===== src/rtl/pmu_pkg.sv =====
package pmu_pkg;

   typedef enum logic [1:0] {
      PM_RUN   = 2'd0,
      PM_SLEEP = 2'd1,
      PM_WAKE  = 2'd2
   } pm_state_e;

   localparam int PM_SRC_SW    = 0;
   localparam int PM_SRC_TIMER = 1;
   localparam int PM_SRC_EXT   = 2;
   localparam int PM_NUM_SRC   = 3;

endpackage


===== src/rtl/pmu_irq_latch.sv =====
module pmu_irq_latch #(
   parameter int IRQ_W    = 3,
   parameter bit SET_WINS = 1'b1
) (
   input  logic             clk,
   input  logic             rst_n,
   input  logic [IRQ_W-1:0] irq_raw,
   input  logic [IRQ_W-1:0] irq_clr,
   output logic [IRQ_W-1:0] irq_hold,
   output logic             pend_any
);

   logic [IRQ_W-1:0] hold_q;
   logic [IRQ_W-1:0] hold_d;

   for (genvar gi = 0; gi < IRQ_W; gi++) begin : g_src
      if (SET_WINS) begin : g_set_first
         assign hold_d[gi] = irq_raw[gi] | (hold_q[gi] & ~irq_clr[gi]);
      end else begin : g_clr_first
         assign hold_d[gi] = (irq_raw[gi] | hold_q[gi]) & ~irq_clr[gi];
      end
   end

   always_ff @(posedge clk) begin
      if (!rst_n) hold_q <= '0;
      else        hold_q <= hold_d;
   end

   assign irq_hold = hold_q;
   assign pend_any = |(irq_raw | hold_q);

endmodule


===== src/rtl/pmu_sleep_fsm.sv =====
module pmu_sleep_fsm
   import pmu_pkg::*;
(
   input  logic      clk,
   input  logic      rst_n,
   input  logic      wfi_req,
   input  logic      pend_any,
   output logic      clk_en,
   output pm_state_e state
);

   pm_state_e state_q;
   pm_state_e state_d;
   logic      en_q;

   always_comb begin
      state_d = state_q;
      unique case (state_q)
         PM_RUN:   if (wfi_req && !pend_any) state_d = PM_SLEEP;
         PM_SLEEP: if (pend_any)             state_d = PM_WAKE;
         PM_WAKE:                            state_d = PM_RUN;
         default:                            state_d = PM_RUN;
      endcase
   end

   always_ff @(posedge clk) begin
      if (!rst_n) begin
         state_q <= PM_RUN;
         en_q    <= 1'b1;
      end else begin
         state_q <= state_d;
         en_q    <= (state_d != PM_SLEEP);
      end
   end

   assign clk_en = en_q;
   assign state  = state_q;

endmodule


===== src/rtl/wfi_clk_gate_pm.sv =====
module wfi_clk_gate_pm
   import pmu_pkg::*;
#(
   parameter int IRQ_W    = PM_NUM_SRC,
   parameter bit SET_WINS = 1'b1
) (
   input  logic             clk_free,
   input  logic             rst_n,
   input  logic             wfi_req,
   input  logic [IRQ_W-1:0] irq_raw,
   input  logic [IRQ_W-1:0] irq_clr,
   output logic [IRQ_W-1:0] irq_seen,
   output logic             core_clk_en
);

   if (IRQ_W != PM_NUM_SRC) begin : g_bad_width
      $error("wfi_clk_gate_pm: IRQ_W must equal the number of sources");
   end

   logic      pend_any;
   pm_state_e state_q;

   pmu_irq_latch #(
      .IRQ_W    (IRQ_W),
      .SET_WINS (SET_WINS)
   ) u_latch (
      .clk      (clk_free),
      .rst_n    (rst_n),
      .irq_raw  (irq_raw),
      .irq_clr  (irq_clr),
      .irq_hold (irq_seen),
      .pend_any (pend_any)
   );

   pmu_sleep_fsm u_fsm (
      .clk      (clk_free),
      .rst_n    (rst_n),
      .wfi_req  (wfi_req),
      .pend_any (pend_any),
      .clk_en   (core_clk_en),
      .state    (state_q)
   );

endmodule


===== config.mk =====
export PLATFORM = sky130hd
export DESIGN_NAME = wfi_clk_gate_pm
export DESIGN_NICKNAME = d
export VERILOG_FILES = /design/src/rtl/pmu_pkg.sv /design/src/rtl/pmu_irq_latch.sv /design/src/rtl/pmu_sleep_fsm.sv /design/src/rtl/wfi_clk_gate_pm.sv
export SDC_FILE = /design/constraint.sdc
export NUM_CORES = 1
export LEC_CHECK = 0
export BUFFER_PORTS_ARGS = -buffer_cell sky130_fd_sc_hd__buf_2
export CORE_AREA = 2 2 39 41
export DETAILED_ROUTE_END_ITERATION = 12
export DIE_AREA = 0 0 41 43
export PLACE_DENSITY = 0.41
export SETUP_SLACK_MARGIN = 0.3
export SLEW_MARGIN = 30
export SYNTH_ARGS = -nofsm -noshare
export SYNTH_HDL_FRONTEND = slang
export SYNTH_SLANG_ARGS = --single-unit

===== constraint.sdc =====
create_clock -name clk_free -period 1.3 [get_ports clk_free]
set_clock_uncertainty 0.1 [all_clocks]
set_input_delay 0.13 -clock clk_free [delete_from_list [all_inputs] [get_ports clk_free]]
set_output_delay 0.13 -clock clk_free [all_outputs]
set_load 0.005 [all_outputs]

==> results.toml, run 1 <==
[pwr]
pwr-share-clk_pct = 41.2
p_per_area_nw_per_um2 = 1230
switching_power_mw = 0.0871
ir_drop_uv = 288
p_total_mw = 0.407
combPwrFrac_pct = 10.0
leakage_nw = 0.142
switching_share_pct = 21.4
pwr-share-seq_pct = 48.8
p_int_mw = 0.319

[job]
cap_violations = 0

[drt]
drt_iter0_drc = 0
ant_nets = 0
via_per_inst = 3.90
dr.pass1.iters = 1
wl_per_cell_um = 9.48
wl_um = 474
vias = 195
drc_errors = 0

[yosys]
ys_warn_count = 0
yosysSeqAreaShare_pct = 53.3
synth.ff_latch_count = 6
syn_inst = 19
synth_area_um2 = 225
syn_avg_cell_area_um2 = 11.9
synthDistinctLibCells = 9
synthesis.nets = 28

[hold_path]
hold_path_class = "input port to flip-flop"

[grt]
grt_pass1_wl_um = 703
grt_max_degree = 6
grt_busiest_layer = "met2"
grt-ovfl-total = 0
antenna_found_initial = 0
grt_pass1_vias = 189
grt_use_met1_pct = 6.80
grtUsageMet3_pct = 3.14
grt_util_all_layers_pct = 6.44
grt_use_met2_pct = 8.75

[clock_network]
htree_levels = 1
clock_latency_ns = 0.24
clock_sinks = 6
path_clk_slew_ns = 0.04
root_buffer = "clkbuf_4"
cts-buffers-inserted = 3
holdBufCountCts = 0
clk_path_buf_depth = 2
cts_setup_buffers = 0
cts_tree = "yes"

[status]
outcome = "completed"

[cells_and_area]
num_antenna_cells = 0
areaGrowthSynthToFinish_pct = 46.7
layout-drive-gt1-share_pct = 52.9
final_util_pct = 23.9
layout.nets = 45

[critical_path]
crit_path_start_kind = "flip-flop"
crit_path_end = "u_fsm.clk_en"
arrival_ns = 0.97
path_max_fanout = 3
r2r_cells = 2
rrSetupSlack_ns = 0.33
max_stage_delay_ns = 0.33
crit_path_end_kind = "flip-flop"
slowest_stage = "dfxtp_2"
startpoint = "u_latch.irq_hold[0]"
required_ns = 1.30
crit_type = "flip-flop to flip-flop"
cp_cell_sequence = "nor4_4, o2111ai_1"
rr_endpoint = "u_fsm.clk_en"
r2r_start = "u_latch.irq_hold[0]"

[timing]
rsz0062_at_grt = "yes"
finalCritPeriodShare_pct = 74.4
maxSlewHeadroom_pct = 82.3
hold_viol_final = 0
period_needed_ns = 0.967
worst_pin_slew_ns = 0.263
finalSetupViolCount = 0
drv_slew = 0
final.setup.tns_ns = 0
fmaxAchievable_mhz = 1030
hold_slack_ns = 0.0129

[floorplan]
start_util_pct = 16.3
dieArea_um2 = 1760
num_rows = 14
io_pins = 13
coreArea_um2 = 1380
die_x_um = 41
die_height_um = 43

[placement]
routabilityCongestion = 0.605
dp_hpwl_um = 394
io_buffers = 12
[layout by cell type (no fill, tap or decap)]
master / netlist / layout
a21oi_1: 1 / 1
buf_2: 0 / 12
clkbuf_4: 0 / 3
dfxtp_1: 6 / 4
dfxtp_2: 0 / 2
nand3b_1: 1 / 1
nor2_1: 1 / 1
nor2b_1: 4 / 4
nor4_4: 1 / 1
o2111a_1: 1 / 1
o2111ai_1: 1 / 1
o21a_1: 3 / 3
[logic make-up after synthesis]
family / after synthesis / share of synthesized area [%]
AOI/OAI and AO/OA: 6 / 21.1
DFF: 6 / 53.3
and+or+nand+nor: 7 / 25.6
[flip-flops by register name (all words and copies together), names as in the netlist]
signal	cells
u_fsm.clk_en	1
u_fsm.state	2
u_latch.irq_hold	3
[through the flow]
stage	cells	worst slack (ns)	area (um2)
finish	50	0.333	330
global route	50	0.272	330
CTS	50	0.301	328
detailed placement	47	0.249	305
global placement	47	0.291	305
floorplan	19	0.309	225
[cell usage after synthesis, drive strengths merged]
| cell | number | share of area, % |
|---|---|---|
| nor2 | 1 | 1.7 |
| o2111ai | 1 | 3.9 |
| nand3b | 1 | 3.3 |
| nor2b | 4 | 11 |
| nor4 | 1 | 9.4 |
| a21oi | 1 | 2.2 |
| o2111a | 1 | 5.0 |
| dfxtp | 6 | 53 |
| o21a | 3 | 10 |
[worst min path at each step]
| stage | from | to | slack, ns | cells past startpoint |
|---|---|---|---|---|
| final | irq_raw[1] | u_latch.irq_hold[1] | 0.01 | 2 |
| after CTS | irq_raw[1] | u_latch.irq_hold[1] | 0.004 | 2 |
| after detailed placement | irq_raw[1] | u_latch.irq_hold[1] | 0.26 | 2 |
| after floorplan | rst_n | u_latch.irq_hold[0] | 0.15 | 1 |
| after global routing | irq_raw[1] | u_latch.irq_hold[1] | 0.01 | 2 |
| after global placement | irq_raw[1] | u_latch.irq_hold[1] | 0.26 | 2 |
[power by group through the flow]
stage | Clock (mW) | Sequential (mW) | Combinational (mW)
3_3_place_gp | 0 | 0.201 | 0.0401
2_1_floorplan | 0 | 0.201 | 0.0150
3_5_place_dp | 0 | 0.201 | 0.0411
6_report | 0.167 | 0.198 | 0.0406
5_1_grt | 0.189 | 0.199 | 0.0452
4_1_cts | 0.179 | 0.198 | 0.0414
[repair_timing]
action,in CTS,in global routing
gates resized for setup,0,2
pin swaps,2,1
setup endpoints to repair,3,4
hold endpoints to repair,0,0
[critical path: cells and delay by family (launching register included)]
family / cells / cell delay (ns)
AOI/OAI and AO/OA: 1 / 0.14
DFF: 1 / 0.33
and+or+nand+nor: 1 / 0.26
[final cells by class]
class / instances / area [um2]
Sequential cell: 6 / 123
Multi-Input combinational cell: 13 / 105
Tap cell: 16 / 20.0
Fill cell: 151 / 1050
Clock buffer: 3 / 22.5
Timing Repair Buffer: 12 / 60.1
[metal layers]
layer,wire (um),share of wire (%)
met1,205,43
met2,203,43
met3,65,14
met4,0,0
met5,0,0
No activity file was read; power rests on OpenSTA's default activity.
==> run 2, diff against run 1 <==
clock period = 0.9 ns   (was 1.3 ns; I/O delays follow)
==> run 2 against run 1 <==
  * The run now ends with hold timing, setup timing left
  * Die area unchanged
  * Flip-flop and latch count unchanged
  * Largest power group unchanged
  * Clock power up 44%
  * Sequential share of layout area down 1.4 points
  * Largest cell class unchanged
  * Core utilization up 1.2 points
  * Global-route usage up 0.39 points
==> results.toml, run 2 (same netlist as run 1, synthesis figures left out) <==
[status]
outcome = "finished, violations left"
violations = "hold timing, setup timing"

[timing]
maxSlewHeadroom_pct = 83.8
final.setup.tns_ns = -0.0759
fmaxAchievable_mhz = 1070
period_needed_ns = 0.937
drv_slew = 0
setup_slack_ns = -0.0373
hold_viol_final = 2
finalSetupViolCount = 3
hold_slack_ns = -0.0248
worst_pin_slew_ns = 0.241
rsz0062_at_grt = "yes"
finalCritPeriodShare_pct = 104

[placement]
dp_hpwl_um = 403
dpl.cell_count = 47
routabilityCongestion = 0.626
io_buffers = 12
pre_cts_ws_ns = -0.0415

[critical_path]
crit_path_end_kind = "flip-flop"
startpoint = "u_latch.irq_hold[0]"
r2r_cells = 2
rr_endpoint = "u_fsm.state[0]"
crit_buf_inv = 0
arrival_ns = 1.02
required_ns = 0.98
slowest_stage = "dfxtp_2"
crit_type = "flip-flop to flip-flop"
cp_top_family = "flip-flops"
r2r_start = "u_latch.irq_hold[0]"
rrSetupSlack_ns = -0.04
path_max_fanout = 3
crit_path_start_kind = "flip-flop"
max_stage_delay_ns = 0.33
cp_cell_sequence = "nor4_4, o2111a_1"

[clock_network]
cts_tree = "yes"
clk_path_buf_depth = 2
cts-buffers-inserted = 3
root_buffer = "clkbuf_4"
clock_latency_ns = 0.24
path_clk_slew_ns = 0.04
cts_setup_buffers = 0
clock_sinks = 6
htree_levels = 1

[pwr]
pwr-share-clk_pct = 40.5
ir_drop_uv = 419
switching_share_pct = 21.5
combPwrFrac_pct = 11.0
leakage_nw = 0.148
switching_power_mw = 0.128
pwr-share-seq_pct = 48.4
p_per_area_nw_per_um2 = 1720
p_int_mw = 0.467

[floorplan]
die_x_um = 41
die_height_um = 43
num_rows = 14
dieArea_um2 = 1760
start_util_pct = 16.3
coreArea_um2 = 1380
io_pins = 13

[cells_and_area]
final_common_cell = "buf_2"
largest_reg_flops = 3
multi_input_area_um2 = 120
num_antenna_cells = 0
final_cell_mix = "12 x buf_2, 3 x o21a_1, 3 x clkbuf_4, 3 x dfxtp_1, 3 x dfxtp_2"
areaGrowthSynthToFinish_pct = 53.9
layout.nets = 45
n_fill_cell = 162
layout-drive-gt1-share_pct = 61.8
fin_cells = 50
final_util_pct = 25.0
register_area_um2 = 124

[grt]
grt-ovfl-total = 0
grt_max_degree = 6
grt_pass1_vias = 190
grtUsageMet3_pct = 3.14
antenna_found_initial = 0
grt_pass1_wl_um = 759
grt_util_all_layers_pct = 6.83
grt_use_met2_pct = 7.50
grt_use_met1_pct = 9.32
grt_busiest_layer = "met1"

[drt]
vias = 200
dr.pass1.iters = 2
drc_errors = 0
wl_per_cell_um = 10.2
via_per_inst = 4.00
drt_iter0_drc = 6
wl_um = 510
ant_nets = 0

[hold_path]
worstHoldPathCells = 2
min_to = "u_latch.irq_hold[1]"
min_from = "irq_raw[1]"
hold_path_class = "input port to flip-flop"

[job]
cap_violations = 0
==> run 2: changes by cell type in the layout (fill, tap and decap cells not counted) <==
cell / before / now
nor2b_1: 4 / 2
nor2b_4: 0 / 2
dfxtp_1: 4 / 3
dfxtp_2: 2 / 3
==> run 2: repair_timing <==
action                                 CTS  global route
endpoints found under the hold margin    2             1
pin swaps                                0             1
resized for setup                        1             2
setup endpoints to repair               10            10
==> run 2: per-stage QoR <==
step | cell area, um2 | total power, mW | hold slack [ns]
after global placement | 309 | 0.350 | 0.218
after global routing | 347 | 0.632 | -0.0136
after detailed placement | 309 | 0.352 | 0.219
final | 347 | 0.595 | -0.0248
after CTS | 339 | 0.608 | -0.0329
after floorplan | 229 | 0.315 | 0.105
==> run 2: worst max-delay path by stage <==
| stage | end | slack, ns | cells after the start |
|---|---|---|---|
| after floorplan | u_fsm.clk_en | -0.009 | 2 |
| after global placement | u_fsm.clk_en | -0.03 | 2 |
| after detailed placement | u_fsm.clk_en | -0.04 | 2 |
| after CTS | u_fsm.clk_en | -0.05 | 2 |
| after global routing | u_fsm.clk_en | -0.12 | 2 |
| final | u_fsm.state[0] | -0.04 | 2 |
==> run 2: per-layer routing <==
layer / vias to the layer above / wire length, um
li1: 101 / -
met4: 0 / 0
met2: 15 / 185
met1: 84 / 238
met3: 0 / 86
met5: - / 0
==> run 2: area by class of cell <==
type / instances / area share [%]
clock buffers: 3 / 6.50
multi-input cells: 13 / 34.7
flip-flops and latches: 6 / 35.7
well taps: 16 / 5.78
repair buffers: 12 / 17.3
==> run 2: power groups by stage <==
| stage | Sequential, mW | Combinational [mW] | Clock [mW] |
|---|---|---|---|
| floorplan | 0.293 | 0.0218 | 0 |
| global placement | 0.292 | 0.0584 | 0 |
| detailed placement | 0.293 | 0.0592 | 0 |
| CTS | 0.288 | 0.0634 | 0.257 |
| global route | 0.289 | 0.0722 | 0.271 |
| finish | 0.288 | 0.0656 | 0.241 |
